### src/rtl/adc_seq_pkg.sv
package adc_seq_pkg;
  localparam int ADC_CH_W    = 3;
  localparam int ADC_NCH     = 5;
  localparam int ADC_DATA_W  = 12;
  localparam int ADC_ENTRY_W = 16;
  localparam int ADC_FRAC_W  = 8;
  localparam int ADC_SHIFT   = 4;

  // Next channel after cur whose mask bit is set, searching cur+1 .. cur+nch.
  function automatic logic [ADC_CH_W-1:0] rr_next(input logic [ADC_CH_W-1:0] cur,
                                                  input logic [7:0] mask,
                                                  input int nch);
    logic found;
    int   idx;
    rr_next = cur;
    found   = 1'b0;
    for (int i = 1; i <= 8; i++) begin
      if (!found && i <= nch) begin
        idx = (int'(cur) + i) % nch;
        if (mask[idx[2:0]]) begin
          rr_next = ADC_CH_W'(idx);
          found   = 1'b1;
        end
      end
    end
  endfunction

  // FIFO entry: {tagged error, 3'b0, value}, value optionally narrowed to a byte.
  function automatic logic [ADC_ENTRY_W-1:0] fmt_entry(input logic [ADC_DATA_W-1:0] data,
                                                       input logic err,
                                                       input logic tag,
                                                       input logic shift);
    logic [ADC_DATA_W-1:0] v;
    v = shift ? (data >> ADC_SHIFT) : data;
    return {tag & err, 3'b000, v};
  endfunction

  // Fractional accumulator step: {carry, new accumulator}.
  function automatic logic [ADC_FRAC_W:0] pace_step(input logic [ADC_FRAC_W-1:0] acc,
                                                    input logic [ADC_FRAC_W-1:0] frac);
    return {1'b0, acc} + {1'b0, frac};
  endfunction
endpackage

### src/rtl/adc_pacer.sv
module adc_pacer
  import adc_seq_pkg::*;
#(
  parameter int INT_W = 16
) (
  input  logic                  clk,
  input  logic                  rst_n,
  input  logic [INT_W-1:0]      div_int,
  input  logic [ADC_FRAC_W-1:0] div_frac,
  input  logic                  start_evt,
  output logic                  pace_ok
);
  localparam int CNT_W = INT_W + 1;

  logic [CNT_W-1:0]      cnt_q;
  logic [CNT_W-1:0]      target_q;
  logic [ADC_FRAC_W-1:0] acc_q;
  logic [ADC_FRAC_W:0]   step;

  assign step = pace_step(acc_q, div_frac);

  always_ff @(posedge clk) begin
    if (!rst_n) begin
      cnt_q    <= '0;
      target_q <= '0;
      acc_q    <= '0;
    end else if (start_evt) begin
      cnt_q    <= '0;
      acc_q    <= step[ADC_FRAC_W-1:0];
      target_q <= CNT_W'(div_int) + CNT_W'(step[ADC_FRAC_W]);
    end else if (cnt_q != '1) begin
      cnt_q <= cnt_q + CNT_W'(1);
    end
  end

  assign pace_ok = cnt_q >= target_q;

  AST_PACE_RESTART: assert property (@(posedge clk) disable iff (!rst_n)
    start_evt |=> (pace_ok == (target_q == '0)));
endmodule

### src/rtl/adc_chan_rr.sv
module adc_chan_rr
  import adc_seq_pkg::*;
#(
  parameter int NCH  = ADC_NCH,
  parameter int CH_W = ADC_CH_W
) (
  input  logic            clk,
  input  logic            rst_n,
  input  logic            wr_en,
  input  logic [CH_W-1:0] wr_val,
  input  logic [NCH-1:0]  mask,
  input  logic            adv,
  output logic [CH_W-1:0] ch
);
  logic [CH_W-1:0] ch_q;
  logic [CH_W-1:0] next_ch;
  logic [7:0]      mask8;

  assign mask8   = 8'(mask);
  assign next_ch = rr_next(ch_q, mask8, NCH);

  always_ff @(posedge clk) begin
    if (!rst_n)              ch_q <= '0;
    else if (wr_en)          ch_q <= wr_val;
    else if (adv && |mask)   ch_q <= next_ch;
  end

  assign ch = ch_q;

  AST_RR_ON_MASK: assert property (@(posedge clk) disable iff (!rst_n)
    (adv && |mask && !wr_en) |=> ((($past(mask8)) >> ch_q) & 8'h01) != 8'h00);
  AST_RR_IDLE_HOLD: assert property (@(posedge clk) disable iff (!rst_n)
    (!wr_en && !(adv && |mask)) |=> $stable(ch_q));
endmodule

### src/rtl/adc_fifo.sv
module adc_fifo #(
  parameter int DEPTH = 4,
  parameter int W     = 16
) (
  input  logic                         clk,
  input  logic                         rst_n,
  input  logic                         push,
  input  logic [W-1:0]                 wdata,
  input  logic                         pop,
  input  logic                         clr_over,
  input  logic                         clr_under,
  output logic [W-1:0]                 rdata,
  output logic [$clog2(DEPTH+1)-1:0]   level,
  output logic                         full,
  output logic                         empty,
  output logic                         over,
  output logic                         under
);
  localparam int PTR_W = (DEPTH > 1) ? $clog2(DEPTH) : 1;
  localparam int LVL_W = $clog2(DEPTH + 1);

  logic [W-1:0]     mem_q [DEPTH];
  logic [PTR_W-1:0] wr_q, rd_q;
  logic [LVL_W-1:0] cnt_q;
  logic             over_q, under_q;
  logic             do_push, do_pop;

  assign full    = cnt_q == LVL_W'(DEPTH);
  assign empty   = cnt_q == '0;
  assign do_push = push && !full;
  assign do_pop  = pop && !empty;

  function automatic logic [PTR_W-1:0] ptr_inc(input logic [PTR_W-1:0] p);
    return (p == PTR_W'(DEPTH - 1)) ? '0 : p + PTR_W'(1);
  endfunction

  always_ff @(posedge clk) begin
    if (!rst_n) begin
      wr_q <= '0;
      rd_q <= '0;
      cnt_q <= '0;
    end else begin
      if (do_push) wr_q <= ptr_inc(wr_q);
      if (do_pop)  rd_q <= ptr_inc(rd_q);
      if (do_push && !do_pop)      cnt_q <= cnt_q + LVL_W'(1);
      else if (do_pop && !do_push) cnt_q <= cnt_q - LVL_W'(1);
    end
  end

  always_ff @(posedge clk) begin
    if (do_push) mem_q[wr_q] <= wdata;
  end

  always_ff @(posedge clk) begin
    if (!rst_n) begin
      over_q  <= 1'b0;
      under_q <= 1'b0;
    end else begin
      if (push && full)        over_q <= 1'b1;
      else if (clr_over)       over_q <= 1'b0;
      if (pop && empty)        under_q <= 1'b1;
      else if (clr_under)      under_q <= 1'b0;
    end
  end

  assign rdata = empty ? '0 : mem_q[rd_q];
  assign level = cnt_q;
  assign over  = over_q;
  assign under = under_q;

  AST_FIFO_LEVEL_BOUND: assert property (@(posedge clk) disable iff (!rst_n)
    cnt_q <= LVL_W'(DEPTH));
  AST_FIFO_FULL_DROP: assert property (@(posedge clk) disable iff (!rst_n)
    (push && full && !pop) |=> (level == $past(level)) && over);
  AST_OVER_STICKY: assert property (@(posedge clk) disable iff (!rst_n)
    (over && !clr_over) |=> over);
  AST_UNDER_STICKY: assert property (@(posedge clk) disable iff (!rst_n)
    (under && !clr_under) |=> under);
  AST_EMPTY_POP_LEVEL: assert property (@(posedge clk) disable iff (!rst_n)
    (pop && empty && !push) |=> empty);
endmodule

### src/rtl/adc_seq_top.sv
module adc_seq_top
  import adc_seq_pkg::*;
#(
  parameter int NCH        = ADC_NCH,
  parameter int CH_W       = ADC_CH_W,
  parameter int DATA_W     = ADC_DATA_W,
  parameter int ENTRY_W    = ADC_ENTRY_W,
  parameter int INT_W      = 16,
  parameter int FIFO_DEPTH = 4,
  parameter int LVL_OUT_W  = 4
) (
  input  logic                  clk,
  input  logic                  rst_n,
  input  logic                  adc_en,
  input  logic                  start_once,
  input  logic                  start_many,
  input  logic                  ch_wr_en,
  input  logic [CH_W-1:0]       ch_wr_val,
  input  logic [NCH-1:0]        rr_mask,
  input  logic [INT_W-1:0]      div_int,
  input  logic [ADC_FRAC_W-1:0] div_frac,
  input  logic                  fifo_en,
  input  logic                  err_tag_en,
  input  logic                  shift_en,
  input  logic                  dreq_en,
  input  logic [LVL_OUT_W-1:0]  fifo_thresh,
  input  logic                  irq_en,
  input  logic                  irq_force,
  input  logic                  clr_err,
  input  logic                  clr_over,
  input  logic                  clr_under,
  input  logic                  fifo_pop,
  output logic                  conv_start,
  output logic [CH_W-1:0]       conv_ch,
  input  logic                  conv_done,
  input  logic [DATA_W-1:0]     conv_data,
  input  logic                  conv_err,
  output logic                  ready,
  output logic [CH_W-1:0]       ch_sel,
  output logic [DATA_W-1:0]     last_result,
  output logic                  last_err,
  output logic                  err_sticky,
  output logic [ENTRY_W-1:0]    fifo_rdata,
  output logic [LVL_OUT_W-1:0]  fifo_level,
  output logic                  fifo_full,
  output logic                  fifo_empty,
  output logic                  fifo_over,
  output logic                  fifo_under,
  output logic                  dreq,
  output logic                  irq_raw,
  output logic                  irq
);
  localparam int LVL_W = $clog2(FIFO_DEPTH + 1);

  // Named internal events
  logic               busy_q;
  logic               pace_ok;
  logic               start_req;
  logic               start_evt;
  logic               done_evt;
  logic               push_evt;
  logic [ENTRY_W-1:0] push_word;
  logic [LVL_W-1:0]   lvl;
  logic [DATA_W-1:0]  result_q;
  logic               last_err_q;
  logic               sticky_q;

  assign ready     = adc_en && !busy_q;
  assign start_req = start_once || (start_many && pace_ok);
  assign start_evt = ready && start_req;
  assign done_evt  = conv_done && busy_q;
  assign push_evt  = done_evt && fifo_en;
  assign push_word = fmt_entry(conv_data, conv_err, err_tag_en, shift_en);

  always_ff @(posedge clk) begin
    if (!rst_n)         busy_q <= 1'b0;
    else if (start_evt) busy_q <= 1'b1;
    else if (done_evt)  busy_q <= 1'b0;
  end

  always_ff @(posedge clk) begin
    if (!rst_n) begin
      result_q   <= '0;
      last_err_q <= 1'b0;
      sticky_q   <= 1'b0;
    end else begin
      if (done_evt) begin
        result_q   <= conv_data;
        last_err_q <= conv_err;
      end
      if (done_evt && conv_err) sticky_q <= 1'b1;
      else if (clr_err)         sticky_q <= 1'b0;
    end
  end

  adc_pacer #(.INT_W(INT_W)) u_pacer (
    .clk      (clk),
    .rst_n    (rst_n),
    .div_int  (div_int),
    .div_frac (div_frac),
    .start_evt(start_evt),
    .pace_ok  (pace_ok)
  );

  adc_chan_rr #(.NCH(NCH), .CH_W(CH_W)) u_chan (
    .clk   (clk),
    .rst_n (rst_n),
    .wr_en (ch_wr_en),
    .wr_val(ch_wr_val),
    .mask  (rr_mask),
    .adv   (done_evt),
    .ch    (ch_sel)
  );

  adc_fifo #(.DEPTH(FIFO_DEPTH), .W(ENTRY_W)) u_fifo (
    .clk      (clk),
    .rst_n    (rst_n),
    .push     (push_evt),
    .wdata    (push_word),
    .pop      (fifo_pop),
    .clr_over (clr_over),
    .clr_under(clr_under),
    .rdata    (fifo_rdata),
    .level    (lvl),
    .full     (fifo_full),
    .empty    (fifo_empty),
    .over     (fifo_over),
    .under    (fifo_under)
  );

  assign conv_start  = start_evt;
  assign conv_ch     = ch_sel;
  assign last_result = result_q;
  assign last_err    = last_err_q;
  assign err_sticky  = sticky_q;
  assign fifo_level  = LVL_OUT_W'(lvl);
  assign irq_raw     = fifo_level >= fifo_thresh;
  assign dreq        = dreq_en && irq_raw;
  assign irq         = (irq_raw && irq_en) || irq_force;

  AST_READY_AFTER_DONE: assert property (@(posedge clk) disable iff (!rst_n)
    (conv_done && !ready && adc_en) |=> ready);
  AST_BUSY_AFTER_START: assert property (@(posedge clk) disable iff (!rst_n)
    conv_start |=> !ready);
  AST_ERR_STICKY_HOLD: assert property (@(posedge clk) disable iff (!rst_n)
    (err_sticky && !clr_err) |=> err_sticky);
  AST_DREQ_NEEDS_RAW: assert property (@(posedge clk) disable iff (!rst_n)
    dreq |-> irq_raw);
  AST_FORCE_IRQ: assert property (@(posedge clk) disable iff (!rst_n)
    irq_force |-> irq);
endmodule

### config.mk
export PLATFORM = sky130hd
export DESIGN_NAME = adc_seq_top
export DESIGN_NICKNAME = d
export VERILOG_FILES = /design/src/rtl/adc_seq_pkg.sv /design/src/rtl/adc_pacer.sv /design/src/rtl/adc_chan_rr.sv /design/src/rtl/adc_fifo.sv /design/src/rtl/adc_seq_top.sv
export SDC_FILE = /design/constraint.sdc
export NUM_CORES = 1
export LEC_CHECK = 0
export BUFFER_PORTS_ARGS = -buffer_cell sky130_fd_sc_hd__buf_2
export CAP_MARGIN = 20
export CORE_ASPECT_RATIO = 0.9
export CORE_MARGIN = 10
export CORE_UTILIZATION = 60
export CTS_BUF_LIST = sky130_fd_sc_hd__clkbuf_4 sky130_fd_sc_hd__clkbuf_8 sky130_fd_sc_hd__clkbuf_16
export DETAILED_ROUTE_END_ITERATION = 12
export HOLD_SLACK_MARGIN = 0.05
export PLACE_DENSITY_LB_ADDON = 0.3
export SKIP_CTS_REPAIR_TIMING = 1
export SYNTH_ARGS = -nofsm -noshare
export SYNTH_HDL_FRONTEND = slang
export SYNTH_SLANG_ARGS = --single-unit
### constraint.sdc
create_clock -name clk -period 6.8 [get_ports clk]
set_input_delay 1.02 -clock clk [delete_from_list [all_inputs] [get_ports clk]]
set_output_delay 1.02 -clock clk [all_outputs]
set_load 0.01 [all_outputs]
==> results of run 1 <==
-- power breakdown --
| part | switching [W] | leakage [nW] | internal, W |
|---|---|---|---|
| logic | 0.000640 | 2.42 | 0.000501 |
| clock network | 0.000348 | 0.294 | 0.000551 |
| registers | 0.0000877 | 1.05 | 0.000860 |
-- cells in the final DEF (no fill, tap or decap), types with 14 or more instances in the layout --
master     count
buf_2        110
nor2_1        72
dfxtp_1       71
nand2_1       70
ha_1          62
edfxtp_1      52
inv_1         51
a21oi_1       41
nor2b_1       30
xnor2_1       26
mux2i_1       26
xor2_1        19
o21ai_0       18
clkbuf_16     17
and2_1        16
a211oi_1      16
mux4_2        15
nor3_1        14
-- area by class of cell --
cell class / count / area, sq um / area share
clock buffers: 18 / 432.9 / 0.04746
clock inverters: 14 / 161.4 / 0.01769
inverters: 56 / 210.2 / 0.02304
multi-input cells: 604 / 4557 / 0.4995
flip-flops and latches: 123 / 2983 / 0.3270
well taps: 164 / 205.2 / 0.02249
repair buffers: 113 / 573.1 / 0.06282
-- final timing paths --
path,from,to,slack [ns]
worst min-delay path,last_result[11]$_SDFFE_PN0P_,last_result[11]$_SDFFE_PN0P_,0.45
worst min register to register,last_result[11]$_SDFFE_PN0P_,last_result[11]$_SDFFE_PN0P_,0.45
worst max register to register,u_chan.ch[1]$_SDFFE_PN0P_,u_chan.ch[1]$_SDFFE_PN0P_,1.44
worst max-delay path,u_chan.ch[1]$_SDFFE_PN0P_,u_chan.ch[1]$_SDFFE_PN0P_,1.44
-- flip-flops by register name, summed over array words and instances, names as in the netlist, 2 cells and up, named ones only --
name and flops:
u_fifo.mem_q 52, u_pacer.cnt_q 17, u_pacer.target_q 17, last_result 12, u_pacer.acc_q 8, u_chan.ch 3
u_fifo.level 3, u_fifo.rd_q 2, u_fifo.wr_q 2
-- per-layer routing --
layer  wire [um]  vias to the layer above
met5           0                        -
li1            -                     3136
met4         188                        0
met3        1625                       16
met2        8640                      228
met1        8369                     3008
-- cells by family (layout without fill, tap and decap cells) --
group / Yosys count / count (layout) / synth area share
and+or+nand+nor: 275 / 275 / 0.1747
DFF: 123 / 123 / 0.3761
AOI/OAI and AO/OA: 160 / 160 / 0.1445
xor gates and xnor gates: 47 / 47 / 0.05380
buffers and inverters: 101 / 201 / 0.05317
other: 1 / 4 / 0.0004729
muxes: 54 / 54 / 0.09435
adders and majority gates: 64 / 64 / 0.1029
-- worst max-delay path, stage by stage (launching register included) --
cell	delay (ns)
dfxtp_1	0.74
inv_1	0.32
ha_1	0.60
ha_1	0.35
or3_4	0.38
a22o_1	0.26
xnor2_1	0.26
ha_1	0.22
nor2b_1	0.18
nor3_1	0.09
a211oi_4	0.41
mux2_4	0.35
or3_4	0.35
a31oi_4	0.21
o31ai_1	0.09
a221o_1	0.30
a31oi_1	0.15
-- through the flow --
| step | cell area (sq um) | setup WS, ns | total power [W] | utilization | instances |
|---|---|---|---|---|---|
| after floorplan | 7941 | 2.102 | 0.001785 | - | 828 |
| after global placement | 8528 | 1.681 | 0.002059 | 0.6645 | 1060 |
| after detailed placement | 8528 | 1.515 | 0.002094 | 0.6645 | 1060 |
| after CTS | 9123 | 1.481 | 0.003000 | 0.7108 | 1092 |
| after global routing | 9123 | 1.024 | 0.003188 | 0.7108 | 1092 |
| final | 9123 | 1.443 | 0.002988 | 0.7108 | 1092 |
==> results.md, run 1 <==
- Die Height: 129.1 um
- Yosys reg bits: 123
- Met1 Track Usage GR: 0.2676
- Leak pwr: 3.765 nW
- Synth area leader: edfxtp_1
- Row cnt: 39
- Status: finished, final reports clean
- Core Box Area: 0.01283 sq mm
- Fillers: 1001
- Clock slew seen by the registers of the worst setup and hold paths: 0.06 ns
- 1st-pass router iterations: 5
- Drt drc: 0
- Final Slew Violations: 0
- Synth cell types: 82
- Slew Limit Headroom: 0.3046
- Pin count of the biggest net entering global routing: 44
- Vias per cell: 5.850
- TritonCTS buffer count: 17
- Mapped Cells: 825
- Die Wd: 141.2 um
- Slew @ Worst Pin: 1.038 ns
- N_diodes: 0
- GRT Total Usage: 0.2070
- Cells on Worst Hold Path: 2
- DP Wirelength: 13.75 mm
- Final Skew: 0.009897 ns
- Cells on worst reg2reg path: 16
- Initial DRC Count: 382
- Most used flip-flop cell after synthesis: dfxtp_1
- Tcrit/Tclk final: 0.7878
- WP data required: 7.12 ns
- RSZ-0062 raised after global routing: false
- Share of the synthesized area in the top cell type: 0.1969
- DIE AREA: 0.01822 sq mm
- Nets@finish: 1045
- Endpoint class of the critical path: flop
- Met3 Use GR: 0.06063
- Syn_area_per_cell: 9.612 sq um
- GP Congestion: 0.8772
- Initial core utilization: 0.6179
- Post-synth top cells: 72 x nor2_1, 71 x dfxtp_1, 70 x nand2_1
- H-tree depth: 4
- VDD IR max: 0.1993 mV
- CP Launch Type: flop
- Max Buffers Root-to-Sink: 2
- Final count of hold timing violations: 0
- Syn. warnings: 0
- Clock sinks: 123
- Max Cap Viol: 0
- CP arrival: 5.68 ns
- Busiest grt layer: met2
- Setup TNS: 0 ns
- Post-synth EDFFs: 52
- CTS tree: done
- Mapped Area: 0.007930 sq mm
- Share of synthesized registers carrying an async set or reset: 0
- Initial antenna violation count: 0
- Min Tclk post-route: 5.357 ns
- Crit Path Category: flop to flop
- Met2 Track Usage GR: 0.3345
- Sequential-to-total area share from yosys stat: 0.3761
- Max FO, Critical Path: 19
- Layout cells sized above 1: 0.2069
- I/O pin total: 115
- Pwr/cell area: 327.6 mW/mm^2
- Routed via count: 6388
- Port Buffers: 110
- Synthesis-to-layout area growth: 15.04%
- HP Class: flop to flop
- First-pass GRT wire length: 31.33 mm
- GRT overflow: 0
- Most frequent cell after synthesis: nor2_1
- Top post-synthesis cells by area: edfxtp_1 20%, dfxtp_1 18%, ha_1 9.8%
- Vias in the first global route: 6244
- Post-Route WL: 18.82 mm
- Worst-Skew Late Latency: 0.42 ns
- Antenna Violating Nets Remaining: 0
- F_max: 186.7 MHz
- Hold WS: 0.4507 ns
- WL/cell: 17.24 um
- Final setup fails: 0
- Clk Tree Root Cell: clkbuf_16
(Power assumes the default switching activity.)
==> run 2, diff against run 1 <==
--- a/config.mk
+++ b/config.mk
@@ -5,11 +5,12 @@
 export SDC_FILE = /design/constraint.sdc
 export NUM_CORES = 1
 export LEC_CHECK = 0
+export ABC_AREA = 1
 export BUFFER_PORTS_ARGS = -buffer_cell sky130_fd_sc_hd__buf_2
 export CAP_MARGIN = 20
 export CORE_ASPECT_RATIO = 0.9
 export CORE_MARGIN = 10
-export CORE_UTILIZATION = 60
+export CORE_UTILIZATION = 52
 export CTS_BUF_LIST = sky130_fd_sc_hd__clkbuf_4 sky130_fd_sc_hd__clkbuf_8 sky130_fd_sc_hd__clkbuf_16
 export DETAILED_ROUTE_END_ITERATION = 12
 export HOLD_SLACK_MARGIN = 0.05
==> constraint.sdc (replaced) <==
create_clock -name clk -period 4.6 [get_ports clk]
set_input_delay 0.69 -clock clk [delete_from_list [all_inputs] [get_ports clk]]
set_output_delay 0.69 -clock clk [all_outputs]
set_load 0.01 [all_outputs]
==> run 2 against run 1 <==
- non-clock buffer count rose by 8
- area after synthesis shrank 3.8%
- clock skew is 0.0033 ns lower
- critical endpoint is now u_chan.ch[2]$_SDFFE_PN0P_
- sequential share of layout area up 0.84 points
- combinational power increased by 61%
- register-to-register slack worse by 0.65 ns
- cell area decreased by 2.5%
- fmax increased by 41%
==> results.md, run 2 <==
- VDD IR max: 0.3403 mV (+71%)
- GP Congestion: 0.8765 (about the same)
- Antenna Violating Nets Remaining: 0 (unchanged)
- Pin count of the biggest net entering global routing: 46 (+4.5%)
- Fin util: 0.6260 (-0.08487)
- Post-Synth XOR/XNOR Area: 0.03658 (-0.01723)
- Yosys reg bits: 123 (unchanged)
- GRT Total Usage: 0.1841 (-0.02295)
- Nets@finish: 1245 (+19%)
- TritonCTS buffer count: 17 (unchanged)
- Pwr/cell area: 488.6 mW/mm^2 (+49%)
- Slew Limit Headroom: 0.4730 (+0.1685)
- Leak pwr: 4.157 nW (+10%)
- Max stage delay on crit path: 0.53 ns (-0.21 ns)
- Vias in the first global route: 6324 (+1.3%)
- Min Tclk post-route: 3.808 ns (-1.549 ns)
- Worst path buffer plus inverter count: 3 (+2)
- I/O pin total: 115 (unchanged)
- Max FO, Critical Path: 12 (-7)
- Vias per cell: 5.149 (-12%)
- Most frequent cells in the layout: 158 x nand2_1, 146 x nor2_1, 119 x inv_1
- Endpoint class of the critical path: flop
- Mux cell area share after synthesis: 0 (-0.09435)
- Final setup fails: 0 (unchanged)
- Max Buffers Root-to-Sink: 2 (unchanged)
- Initial DRC Count: 333 (-13%)
- Most used flip-flop cell after synthesis: dfxtp_1
- Final Slew Violations: 0 (unchanged)
- 1st-pass router iterations: 4 (-1)
- Core Box Area: 0.01421 sq mm (+11%)
- Layout cells sized above 1: 0.1693 (-0.03757)
- Commonest non-fill, non-tap cell in the layout: nand2_1
- Top post-synthesis cells by area: edfxtp_1 20%, dfxtp_1 19%, ha_1 10%
- Final count of hold timing violations: 0 (unchanged)
- Mapped Area: 0.007629 sq mm (-3.8%)
- Dpl cells: 1289 (+22%)
- Largest register FFs: 52 (unchanged)
- Routed via count: 6802 (+6.5%)
- Setup TNS: 0 ns (unchanged)
- Status: finished, final reports clean
- F_max: 262.6 MHz (+41%)
- H-tree depth: 4 (unchanged)
- Post-synthesis compound-gate area fraction: 0.1274 (-0.01709)
- CP arrival: 4.15 ns (-1.53 ns)
- Synth cell types: 46 (-44%)
- CP max-delay cell: dfxtp_1
- Most used cell, CP: nand2_1
- WL/cell: 13.90 um (-19%)
- RSZ-0062 raised after global routing: false
- Synthesis-to-layout area growth: 16.60%
- Largest regs: u_fifo.mem_q (52), u_pacer.cnt_q (17), u_pacer.target_q (17)
- Port Buffers: 110 (unchanged)
- Slew @ Worst Pin: 0.7904 ns (-0.2471 ns)
- Worst path cell trace: inv_2 > ha_1 > ha_1 > nor2_1 > nand2_2 > nand2_1 > xor2_1 > ha_1 > inv_1 > or2_2 > nand3_2 > nand2_1 > nand2_1 > nand2_1 > nand3b_1 > nand3_1 > nand2_1 > nand4_2 > nand2_1 > inv_1 > nand2_1 > nand2_1 > nand2_1 > a21oi_1
- Clock sinks: 123 (unchanged)
- Drt drc: 0 (unchanged)
- GRT overflow: 0 (unchanged)
- Met1 Track Usage GR: 0.2382 (-0.02945)
- Die Height: 134.9 um (+4.5%)
- Met2 Track Usage GR: 0.2953 (-0.03922)
- Post-Route WL: 18.36 mm (-2.5%)
- Syn. warnings: 0 (unchanged)
- Hold WS: 0.4651 ns (+0.01435 ns)
- Met3 Use GR: 0.05478 (-0.005852)
- Post-synth top cells: 158 x nand2_1, 146 x nor2_1, 119 x inv_1
- Largest Register: u_fifo.mem_q
- DP Wirelength: 13.52 mm (-1.6%)
- DIE AREA: 0.01992 sq mm (+9.3%)
- Sequential-to-total area share from yosys stat: 0.3910 (+0.01487)
- Syn_area_per_cell: 7.576 sq um (-21%)
- Initial antenna violation count: 0 (unchanged)
- Fraction of the mapped netlist area in simple logic gates: 0.2511 (+0.07645)
- Worst-Skew Late Latency: 0.41 ns (about the same)
- Synth Area in Adders: 0.1069 (+0.004066)
- CP Launch Type: flop
- N_diodes: 0 (unchanged)
- Mapped Cells: 1007 (+22%)
- CTS tree: done
- Final Skew: 0.006647 ns (-0.003250 ns)
- Share of the synthesized area in the top cell type: 0.2047 (+0.007783)
- First-pass GRT wire length: 30.45 mm (-2.8%)
- Most frequent cell after synthesis: nand2_1
- Post-synth EDFFs: 52 (unchanged)
- Synth area leader: edfxtp_1
- HP Class: flop to flop
- Crit Path Category: flop to flop
- Main combinational cell family by area after synthesis: simple AND/OR/NAND/NOR gates
- Max Cap Viol: 0 (unchanged)
- Initial core utilization: 0.5368 (-0.08107)
- Tot Pwr: 0.004346 W (+45%)
- Tcrit/Tclk final: 0.8278 (+0.04000)
- Die Wd: 147.7 um (+4.6%)
- Final cell count without fillers: 1321 (+21%)
- CP top delay family: simple AND/OR/NAND/NOR gates
- WP data required: 4.94 ns (-2.18 ns)
- Share of synthesized registers carrying an async set or reset: 0 (unchanged)
- Row cnt: 41 (+5.1%)
- Clock slew seen by the registers of the worst setup and hold paths: 0.06 ns (about the same)
- Clk Tree Root Cell: clkbuf_16
- Busiest grt layer: met2
[run 2: cell count changes after synthesis, moves of 14 or more]
cell and delta:
nor2_1 +74, nand3_1 +56, mux2i_1 -26, nand2_1 +88
inv_1 +68, o21ai_0 +70, a211oi_1 -14, xnor2_1 -22
and2_1 -16, mux4_2 -15, nor2b_1 -30, a21oi_1 +38
[run 2: layout make-up]
cell class | count | area (sq um)
timing repair buffer | 121 | 633.1
sequential | 123 | 2983
inverter | 130 | 488.0
fill | 1275 | 5315
clock inverter | 14 | 113.9
clock buffer | 18 | 432.9
tap | 193 | 241.5
multi-input combinational | 722 | 4003
[run 2: per-layer routing]
metal | up-vias | wire, um
li1 | 3543 | -
met1 | 3088 | 8681
met2 | 161 | 8316
met3 | 10 | 1223
met4 | 0 | 138
met5 | - | 0
[run 2: path summary, 6_finish.rpt]
path / end / cells past startpoint / start / slack, ns
setup reg to reg: u_chan.ch[2]$_SDFFE_PN0P_ / 24 / u_chan.ch[1]$_SDFFE_PN0P_ / 0.79
hold / removal: u_pacer.target_q[4]$_SDFFE_PN0P_ / 2 / u_pacer.target_q[4]$_SDFFE_PN0P_ / 0.47
setup / recovery: u_chan.ch[2]$_SDFFE_PN0P_ / 24 / u_chan.ch[1]$_SDFFE_PN0P_ / 0.79
hold reg to reg: u_pacer.target_q[4]$_SDFFE_PN0P_ / 2 / u_pacer.target_q[4]$_SDFFE_PN0P_ / 0.47
[run 2: kinds of logic after synthesis]
group	count (synthesis)
AND/OR/NAND/NOR	436
AO/OA/AOI/OAI	187
buffers and inverters	165
flip-flops	123
adder cells (fa/ha/maj)	64
XOR/XNOR	31
other	1
[run 2: per-stage QoR]
| step | area [sq um] | setup WS (ns) |
|---|---|---|
| detailed placement | 8348 | 0.4486 |
| floorplan | 7640 | 0.8571 |
| global placement | 8348 | 0.5693 |
| CTS | 8895 | 0.8237 |
| finish | 8895 | 0.7921 |
| global route | 8895 | 0.4298 |
[run 2: power breakdown]
group          leakage [nW]  switching, W  internal, W
Clock                 0.264      0.000526     0.000706
Combinational          2.84       0.00119     0.000640
Sequential             1.05     0.0000719      0.00121
[run 2: worst register-to-register path: stages, from the launching register on]
cell and delay [ns]:
dfxtp_1 0.53, inv_2 0.17, ha_1 0.47, ha_1 0.28, nor2_1 0.13, nand2_2 0.08, nand2_1 0.10, xor2_1 0.28
ha_1 0.19, inv_1 0.05, or2_2 0.28, nand3_2 0.10, nand2_1 0.09, nand2_1 0.07, nand2_1 0.11, nand3b_1 0.18
nand3_1 0.07, nand2_1 0.09, nand4_2 0.12, nand2_1 0.06, inv_1 0.05, nand2_1 0.04, nand2_1 0.05, nand2_1 0.04
a21oi_1 0.11
